===== src/rtl/mshr_pool_pkg.sv =====
package mshr_pool_pkg;
    localparam int DEF_N_CFG   = 4;
    localparam int DEF_ACC_RSV = 2;
    localparam int DEF_DEM_RSV = 1;
    localparam int DEF_BLK_W   = 10;

    function automatic int phys_entries(input int n_cfg, input int acc_rsv);
        return n_cfg + acc_rsv - 1;
    endfunction
endpackage


===== src/rtl/mshr_pick_first.sv =====
module mshr_pick_first #(
    parameter int W  = 5,
    parameter int IW = 3
) (
    input  logic [W-1:0]  req,
    output logic          found,
    output logic [IW-1:0] idx
);
    always_comb begin
        found = 1'b0;
        idx   = '0;
        for (int i = W - 1; i >= 0; i--) begin
            if (req[i]) begin
                found = 1'b1;
                idx   = IW'(i);
            end
        end
    end
endmodule


===== src/rtl/mshr_occupancy.sv =====
module mshr_occupancy #(
    parameter int PHYS_N  = 5,
    parameter int ACC_RSV = 2,
    parameter int DEM_RSV = 1
) (
    input  logic clk,
    input  logic rst_n,
    input  logic inc,
    input  logic dec,
    output logic full,
    output logic can_pf
);
    localparam int CNT_W = $clog2(PHYS_N + 1);
    localparam logic [CNT_W-1:0] FULL_LIM = CNT_W'(PHYS_N - ACC_RSV);
    localparam logic [CNT_W-1:0] PF_LIM   = CNT_W'(PHYS_N - ACC_RSV - DEM_RSV);
    localparam logic [CNT_W-1:0] CNT_MAX  = CNT_W'(PHYS_N - ACC_RSV + 1);

    typedef struct packed {
        logic [CNT_W-1:0] cnt;
    } occ_state_t;

    occ_state_t st_q, st_d;

    always_comb begin
        st_d = st_q;
        st_d.cnt = st_q.cnt + CNT_W'(inc) - CNT_W'(dec);
    end

    always_ff @(posedge clk) begin
        if (!rst_n) st_q <= '0;
        else        st_q <= st_d;
    end

    assign full   = st_q.cnt > FULL_LIM;
    assign can_pf = st_q.cnt < PF_LIM;


    no_overflow_chk: assert property (@(posedge clk) disable iff (!rst_n)
        st_q.cnt <= CNT_MAX);


    pf_inside_cap_chk: assert property (@(posedge clk) disable iff (!rst_n)
        can_pf |-> !full);


    inc_dec_hold_chk: assert property (@(posedge clk) disable iff (!rst_n)
        (inc && dec) |=> $stable(st_q.cnt));
endmodule


===== src/rtl/mshr_entry_array.sv =====
module mshr_entry_array #(
    parameter int PHYS_N = 5,
    parameter int BLK_W  = 10,
    parameter int IDX_W  = 3
) (
    input  logic             clk,
    input  logic             rst_n,
    input  logic             alloc_en,
    input  logic [BLK_W-1:0] alloc_blk,
    input  logic             dealloc_en,
    input  logic [IDX_W-1:0] dealloc_idx,
    input  logic [BLK_W-1:0] lookup_blk,
    output logic             free_found,
    output logic [IDX_W-1:0] free_idx,
    output logic             dealloc_hit,
    output logic             lookup_hit,
    output logic [IDX_W-1:0] lookup_idx
);
    typedef struct packed {
        logic             valid;
        logic [BLK_W-1:0] blk;
    } entry_t;

    typedef struct packed {
        entry_t [PHYS_N-1:0] ent;
    } arr_state_t;

    arr_state_t st_q, st_d;

    logic [PHYS_N-1:0] free_vec;
    logic [PHYS_N-1:0] match_vec;
    logic [PHYS_N-1:0] rel_vec;

    for (genvar g = 0; g < PHYS_N; g++) begin : g_ent
        assign free_vec[g]  = !st_q.ent[g].valid;
        assign match_vec[g] = st_q.ent[g].valid && (st_q.ent[g].blk == lookup_blk);
        assign rel_vec[g]   = dealloc_en && st_q.ent[g].valid
                              && (dealloc_idx == IDX_W'(g));
    end

    mshr_pick_first #(.W(PHYS_N), .IW(IDX_W)) u_free_pick (
        .req   (free_vec),
        .found (free_found),
        .idx   (free_idx)
    );

    mshr_pick_first #(.W(PHYS_N), .IW(IDX_W)) u_match_pick (
        .req   (match_vec),
        .found (lookup_hit),
        .idx   (lookup_idx)
    );

    assign dealloc_hit = |rel_vec;

    always_comb begin
        st_d = st_q;
        for (int i = 0; i < PHYS_N; i++) begin
            if (rel_vec[i]) st_d.ent[i].valid = 1'b0;
        end
        if (alloc_en) begin
            for (int i = 0; i < PHYS_N; i++) begin
                if (free_idx == IDX_W'(i)) begin
                    st_d.ent[i].valid = 1'b1;
                    st_d.ent[i].blk   = alloc_blk;
                end
            end
        end
    end

    always_ff @(posedge clk) begin
        if (!rst_n) st_q <= '0;
        else        st_q <= st_d;
    end


    alloc_to_free_chk: assert property (@(posedge clk) disable iff (!rst_n)
        alloc_en |-> (free_found && (free_vec & ~rel_vec) != '0));


    lookup_valid_chk: assert property (@(posedge clk) disable iff (!rst_n)
        lookup_hit |-> (match_vec != '0));


    release_clears_chk: assert property (@(posedge clk) disable iff (!rst_n)
        (dealloc_hit && !alloc_en) |=> $countones(free_vec) == $past($countones(free_vec)) + 1);
endmodule


===== src/rtl/mshr_pool.sv =====
module mshr_pool
    import mshr_pool_pkg::*;
#(
    parameter int N_CFG   = DEF_N_CFG,
    parameter int ACC_RSV = DEF_ACC_RSV,
    parameter int DEM_RSV = DEF_DEM_RSV,
    parameter int BLK_W   = DEF_BLK_W,
    localparam int PHYS_N = phys_entries(N_CFG, ACC_RSV),
    localparam int IDX_W  = (PHYS_N > 1) ? $clog2(PHYS_N) : 1
) (
    input  logic             clk,
    input  logic             rst_n,
    input  logic             dem_req_valid,
    input  logic [BLK_W-1:0] dem_req_blk,
    output logic             dem_req_ready,
    input  logic             pf_req_valid,
    input  logic [BLK_W-1:0] pf_req_blk,
    output logic             pf_reject,
    output logic [IDX_W-1:0] alloc_idx,
    input  logic             dealloc_valid,
    input  logic [IDX_W-1:0] dealloc_idx,
    input  logic [BLK_W-1:0] lookup_blk,
    output logic             lookup_hit,
    output logic [IDX_W-1:0] lookup_idx,
    output logic             full,
    output logic             can_prefetch
);
    if (ACC_RSV + DEM_RSV >= PHYS_N) begin : g_bad_cfg
        $error("mshr_pool: reserves leave no entry for prefetch");
    end

    typedef struct packed {
        logic             dem_fire;
        logic             pf_fire;
        logic             alloc_en;
        logic [BLK_W-1:0] alloc_blk;
    } sel_t;

    sel_t sel;
    logic free_found;
    logic dealloc_hit;

    always_comb begin
        sel           = '0;
        sel.dem_fire  = dem_req_valid && !full && free_found;
        sel.pf_fire   = pf_req_valid && !dem_req_valid && can_prefetch && free_found;
        sel.alloc_en  = sel.dem_fire || sel.pf_fire;
        sel.alloc_blk = dem_req_valid ? dem_req_blk : pf_req_blk;
    end

    assign dem_req_ready = !full;
    assign pf_reject     = pf_req_valid && !sel.pf_fire;

    mshr_entry_array #(.PHYS_N(PHYS_N), .BLK_W(BLK_W), .IDX_W(IDX_W)) u_arr (
        .clk         (clk),
        .rst_n       (rst_n),
        .alloc_en    (sel.alloc_en),
        .alloc_blk   (sel.alloc_blk),
        .dealloc_en  (dealloc_valid),
        .dealloc_idx (dealloc_idx),
        .lookup_blk  (lookup_blk),
        .free_found  (free_found),
        .free_idx    (alloc_idx),
        .dealloc_hit (dealloc_hit),
        .lookup_hit  (lookup_hit),
        .lookup_idx  (lookup_idx)
    );

    mshr_occupancy #(.PHYS_N(PHYS_N), .ACC_RSV(ACC_RSV), .DEM_RSV(DEM_RSV)) u_occ (
        .clk    (clk),
        .rst_n  (rst_n),
        .inc    (sel.alloc_en),
        .dec    (dealloc_hit),
        .full   (full),
        .can_pf (can_prefetch)
    );


    blocked_hold_chk: assert property (@(posedge clk) disable iff (!rst_n)
        (dem_req_valid && !dem_req_ready && !dealloc_valid) |=> (full && !can_prefetch));


    pf_reject_chk: assert property (@(posedge clk) disable iff (!rst_n)
        (pf_reject && !dem_req_valid) |-> !can_prefetch);
endmodule


===== config.mk =====
export PLATFORM = sky130hd
export DESIGN_NAME = mshr_pool
export DESIGN_NICKNAME = d
export VERILOG_FILES = /design/src/rtl/mshr_pool_pkg.sv /design/src/rtl/mshr_pick_first.sv /design/src/rtl/mshr_occupancy.sv /design/src/rtl/mshr_entry_array.sv /design/src/rtl/mshr_pool.sv
export SDC_FILE = /design/constraint.sdc
export NUM_CORES = 1
export LEC_CHECK = 0
export ABC_AREA = 1
export CORE_AREA = 4 4 115 95
export CTS_CLUSTER_SIZE = 24
export DETAILED_ROUTE_END_ITERATION = 7
export DIE_AREA = 0 0 119 99
export DONT_BUFFER_PORTS = 1
export GPL_TIMING_DRIVEN = 0
export PLACE_DENSITY_LB_ADDON = 0.3
export SLEW_MARGIN = 0
export SYNTH_ARGS = -nofsm -noshare
export SYNTH_HDL_FRONTEND = slang
export SYNTH_SLANG_ARGS = --single-unit

===== constraint.sdc =====
create_clock -name clk -period 2.62 [get_ports clk]
set_input_delay 0.655 -clock clk [delete_from_list [all_inputs] [get_ports clk]]
set_output_delay 0.655 -clock clk [all_outputs]
set_load 0.05 [all_outputs]

==> results of run 1 <==
[cell usage in the layout (no fill, tap or decap), types with 6 or more instances in the layout]
| cell type | instances |
|---|---|
| a21oi_2 | 9 |
| dfxtp_1 | 58 |
| nand3_1 | 69 |
| xnor2_1 | 10 |
| nor3_1 | 6 |
| nor2_1 | 90 |
| clkbuf_1 | 9 |
| mux2i_1 | 10 |
| o21ai_0 | 9 |
| a21oi_1 | 53 |
| clkbuf_16 | 9 |
| nand2_1 | 167 |
| or2_2 | 10 |
| nand4_1 | 12 |
| buf_2 | 12 |
| inv_1 | 59 |
[area by class of cell]
type,instances,area (µm²)
Clock buffer,12,267
Fill cell,1008,5220
Buffer,33,195
Tap cell,136,170
Multi-Input combinational cell,472,2360
Sequential cell,58,1160
Inverter,65,251
Clock inverter,4,25.0
[flip-flops by register name, indices dropped and copies added (netlist names)]
signal,cells
u_arr.st_q,55
u_occ.st_q,3
[worst max-delay path, stage by stage (launching register included)]
cell     delay [ns]
dfxtp_1        0.31
inv_1          0.14
ha_1           0.52
nand4_1        0.27
and2_2         0.35
[timing repair]
action | CTS | global route
gates resized for setup | 13 | 24
pin swaps | 2 | 6
setup endpoints to repair | 7 | 6
[kinds of logic after synthesis]
kind of cell / Yosys count / share of synthesized area [%]
and+or+nand+nor: 368 / 40.5
AOI/OAI and AO/OA: 75 / 10.7
muxes: 10 / 2.60
adders and majority gates: 5 / 1.82
xor gates and xnor gates: 14 / 3.19
buffers and inverters: 98 / 10.9
DFF: 58 / 30.2
[worst paths after layout]
check / from / endpoint / cells past startpoint
worst max-delay path: u_occ.st_q[1]$_SDFF_PN0_ / pf_reject / 4
worst min-delay path: u_arr.st_q[41]$_SDFFE_PN0P_ / u_arr.st_q[41]$_SDFFE_PN0P_ / 2
worst max register to register: u_occ.st_q[2]$_SDFF_PN0_ / u_occ.st_q[1]$_SDFF_PN0_ / 10
worst min register to register: u_arr.st_q[41]$_SDFFE_PN0P_ / u_arr.st_q[41]$_SDFFE_PN0P_ / 2
[where the power goes]
| group | internal [W] | leakage, nW | switching (W) |
|---|---|---|---|
| registers | 0.000993 | 0.472 | 0.000103 |
| clock network | 0.000713 | 0.141 | 0.000429 |
| logic | 0.000360 | 1.29 | 0.000717 |
[per-layer routing]
| metal | part of all wire (%) | global-route usage, % | routed length [µm] | vias up |
|---|---|---|---|---|
| met5 | 0 | 0 | 0 | - |
| met4 | 2.8 | 8.90 | 353 | 0 |
| met3 | 9.2 | 5.05 | 1180 | 37 |
| met2 | 44 | 34.7 | 5680 | 200 |
| met1 | 44 | 28.7 | 5610 | 1886 |
| li1 | - | - | - | 2038 |
[through the flow]
| step | worst slack, ns | power (W) |
|---|---|---|
| 3_5_place_dp | -0.382 | 0.00214 |
| 4_1_cts | 0.0100 | 0.00329 |
| 6_report | 0.0569 | 0.00332 |
| 2_1_floorplan | 0.0470 | 0.00190 |
| 3_3_place_gp | -0.384 | 0.00211 |
| 5_1_grt | -0.0127 | 0.00348 |
==> results.toml, run 1 <==
[drt]
wl_per_cell_um = 16.4
wl_um = 12800
first_pass_iters = 6
drc = 0
drtAntennaViolNets = 0
routed_via_density = 5.33
drt_iter0_drc = 328
routed-via-count = 4161

[yosys]
synth_cells = 628
synth-seq-cells = 58
yosysMostFrequentCell = "nand2_1"
yosys_warnings = 0
synth_area_per_cell_um2 = 6.12
seq_area_frac_synth_pct = 30.2
synth_ff_type = "dfxtp_1"
yosys.area.top_type = "dfxtp_1"
synth_top_area_share_pct = 30.2
synth_nets = 671
synth_area_um2 = 3840
yosysUniqueCellTypes = 29
ys_top_cells_by_count = "nand2_1, nor2_1, nand3_1"
synth_edf_count = 0
ys_async_sr_fraction_pct = 0
ys_top_cells_by_area = "dfxtp_1, nand2_1, nand3_1, nor2_1, a21oi_1"

[sta]
rsz0062_at_grt = "true"
slew_viol_final = 0
fin_skew_ns = 0.00524
hold_ws_ns = 0.484
tns_ns = 0
min_period_over_period_pct = 97.8
hold_viol_final = 0
fin_crit_ns = 2.56
worst_slew_pin_slew_ns = 1.24
slew_headroom_pct = 17.2
setup_viol = 0
fmax_ghz = 0.390

[clock_tree]
clk_pin_slew_ns = 0.05
clk_latency_ns = 0.33
clock_sinks = 58
cts_tree = "done"
cts_root_buffer = "clkbuf_16"
htreeDepth = 3
cts_buffer_depth = 2
cts_made_buffers = 9
post_cts_buffers = 0
postCtsHoldBufs = 0

[flow_run]
cap_violations = 0

[run_status]
status = "complete, no violations"

[power_and_ir_drop]
p_leak_nw = 1.90
power_per_cell_area_nw_per_um2 = 749
max-vdd-ir-drop_v = 0.000423

[die]
fp.dieH_um = 99
design.core.area_um2 = 9650
rows = 32
die_area_um2 = 11800
num_io_pins = 49
die_x_um = 119
start_util_pct = 39.8

[placed_design]
dpl.hpwl_um = 9690
gp_congestion = 0.897
postPlaceCellArea_um2 = 4030
dp_cells = 764
portBuffers = 0

[global_route]
grt_overflow = 0
grt_max_degree = 11
grt_pass1_wl_um = 20000
antenna_found_initial = 0
grt_usage_pct = 21.9
grt_pass1_vias = 3950

[critical_path]
worst-path-max-fanout = 3
r2r_slack_ns = 0.14
end_kind = "primary output"
cp_data_required_time_ns = 1.97
cp.arrival_ns = 1.91
start_kind = "flop"
critical_path_class = "flop to primary output"

[worst_hold_path]
min_path_type = "flop to flop"

[layout]
num-nets-final = 682
fin_util_pct = 45.9
drive_gt1_share_pct = 12.0
syn2layout_area_growth_pct = 15.1
stdcell_count = 780
diodes = 0
fin_area_um2 = 4430
No activity file was read; power rests on OpenSTA's default activity.
==> run 2: changes to the inputs <==
Settings changed: CORE_AREA 4 4 115 95 to 4 4 107 89, DIE_AREA 0 0 119 99 to 0 0 111 93, GPL_TIMING_DRIVEN 0 to not set, SYNTH_HIERARCHICAL set to 1.
==> results.toml, run 2 <==
[die]
die_area_um2 = 10300
design.core.area_um2 = 8370
fp.dieH_um = 93
start_util_pct = 39.6
die_x_um = 111
rows = 30
num_io_pins = 49

[drt]
routed-via-count = 3148
wl_per_cell_um = 13.9
wl_um = 9100
drt_iter0_drc = 216
drc = 0
first_pass_iters = 4
drtAntennaViolNets = 0
routed_via_density = 4.81

[power_and_ir_drop]
max-vdd-ir-drop_v = 0.000294
power_per_cell_area_nw_per_um2 = 709
p_leak_nw = 1.66

[yosys]
yosys_warnings = 6
ys_async_sr_fraction_pct = 0
synth_top_area_share_pct = 35.1
synth_edf_count = 0
synth_cells = 532
synth-seq-cells = 58
synth_area_um2 = 3310
synth_nets = 575
yosysUniqueCellTypes = 26
yosysMostFrequentCell = "nand2_1"
seq_area_frac_synth_pct = 35.1
synth_area_per_cell_um2 = 6.23
ys_top_cells_by_area = "dfxtp_1, nand2_1, inv_1, a21oi_1, nor2_1"
ys_top_cells_by_count = "nand2_1, inv_1, dfxtp_1"
synth_ff_type = "dfxtp_1"
yosys.area.top_type = "dfxtp_1"

[clock_tree]
clock_sinks = 58
clk_latency_ns = 0.34
cts_buffer_depth = 2
cts_root_buffer = "clkbuf_8"
htreeDepth = 3
cts_made_buffers = 9
postCtsHoldBufs = 0
cts_tree = "done"
clk_pin_slew_ns = 0.06

[critical_path]
end_kind = "primary output"
cp.arrival_ns = 1.83
path_cells = "inv_1, a21oi_1, nand3_1, nor3_4, nand2_1, a21oi_2, buf_12"
critical_path_class = "flop to primary output"
cp_data_required_time_ns = 1.97
worst-path-max-fanout = 3
slowest_stage = "dfxtp_1"
slowest_delay_ns = 0.38
start_kind = "flop"

[layout]
diodes = 0
drive_gt1_share_pct = 8.47
top_regs = "u_arr/st_q x55, u_occ/st_q x3"
largest_reg_flops = 55
fin_util_pct = 43.8
multi_input_comb_area_um2 = 1710
final_common_cell = "nand2_1"
regArea_um2 = 1160
nFillCells = 891
final_cell_mix = "nand2_1, inv_1, dfxtp_1"
fin_area_um2 = 3670
stdcell_count = 655
largest_register = "u_arr/st_q"
num-nets-final = 581
syn2layout_area_growth_pct = 10.7

[sta]
tns_ns = 0
hold_viol_final = 0
fin_crit_ns = 2.48
min_period_over_period_pct = 94.7
setup_viol = 0
slew_headroom_pct = 65.5
fmax_ghz = 0.403
rsz0062_at_grt = "false"
fin_skew_ns = 0.00665
slew_viol_final = 0
hold_ws_ns = 0.434
worst_slew_pin_slew_ns = 0.517

[global_route]
global_route.usage.met1_pct = 26.0
grt_pass1_wl_um = 15000
grt_usage_pct = 18.6
grt_max_degree = 55
grt_use_met2_pct = 27.9
antenna_found_initial = 0
grt_util_met3_pct = 4.72
grt_overflow = 0
grt_pass1_vias = 2962
busiest_layer = "met2"

[placed_design]
dpl.hpwl_um = 6880
dp_cells = 639
postPlaceCellArea_um2 = 3490
portBuffers = 0
gp_congestion = 0.915

[run_status]
status = "complete, no violations"

[flow_run]
cap_violations = 0

[worst_hold_path]
min_path_type = "input port to flop"
[run 2: cell count changes in the layout (fill, tap and decap cells not counted), moves of 9 or more]
cell,change
clkbuf_16,-9
o21ai_1,+27
nor2_1,-36
nand3_1,-54
or2_2,-10
inv_1,+29
buf_2,-12
nand2_1,-15
mux2i_1,-10
o21ai_0,+18
[run 2: kinds of logic after synthesis]
| logic type | after synthesis | synth area share [%] |
|---|---|---|
| DFF | 58 | 35.1 |
| buffers and inverters | 112 | 13.8 |
| and+or+nand+nor | 242 | 30.1 |
| AOI/OAI and AO/OA | 102 | 15.5 |
| xor gates and xnor gates | 13 | 3.44 |
| adders and majority gates | 5 | 2.12 |
[run 2: power breakdown]
| part | internal, W | total [W] | switching (W) |
|---|---|---|---|
| sequential | 0.00101 | 0.00109 | 0.0000767 |
| clock | 0.000365 | 0.000711 | 0.000346 |
| combinational | 0.000259 | 0.000798 | 0.000538 |
[run 2: worst max-delay path, delay by kind of cell, from the launching register on]
family / cells / cell delay, ns
DFF: 1 / 0.38
AOI/OAI and AO/OA: 2 / 0.36
and+or+nand+nor: 3 / 0.48
buffers and inverters: 2 / 0.27
[run 2: what timing repair did]
item / 4_1_cts / 5_1_grt
buffers inserted: 0 / 0
gates cloned: 0 / 0
resized for setup: 1 / 1
endpoints found under the setup margin: 1 / 1
pin swaps: 0 / 0
[run 2: metal layers]
metal / vias up / routed length, µm
met2: 106 / 3770
met1: 1388 / 4360
met4: 0 / 184
met3: 12 / 787
met5: - / 0
li1: 1642 / -
[run 2: area by class of cell]
cell class                      count  area share (%)
Clock buffer                       13            4.06
Clock inverter                      3           0.409
Inverter                           93            9.52
Multi-Input combinational cell    362            46.6
Sequential cell                    58            31.7
Tap cell                          112            3.82
Timing Repair Buffer               14            3.89
[run 2: metrics by stage]
step	setup slack, ns	total power, W
2_1_floorplan	0.0328	0.00174
3_3_place_gp	0.125	0.00189
3_5_place_dp	0.115	0.00191
4_1_cts	0.107	0.00262
5_1_grt	0.00915	0.00280
6_report	0.140	0.00260
[run 2: path summary, 6_finish.rpt]
check / slack, ns / start / to / cells past startpoint
setup reg to reg: 0.53 / u_arr/st_q[43]$_SDFF_PN0_ / u_arr/st_q[25]$_SDFFE_PN0P_ / 10
hold reg to reg: 0.46 / u_arr/st_q[46]$_SDFFE_PN0P_ / u_arr/st_q[46]$_SDFFE_PN0P_ / 2
hold / removal: 0.43 / rst_n / u_occ/st_q[0]$_SDFF_PN0_ / 2
setup / recovery: 0.14 / u_arr/st_q[43]$_SDFF_PN0_ / lookup_idx[0] / 7
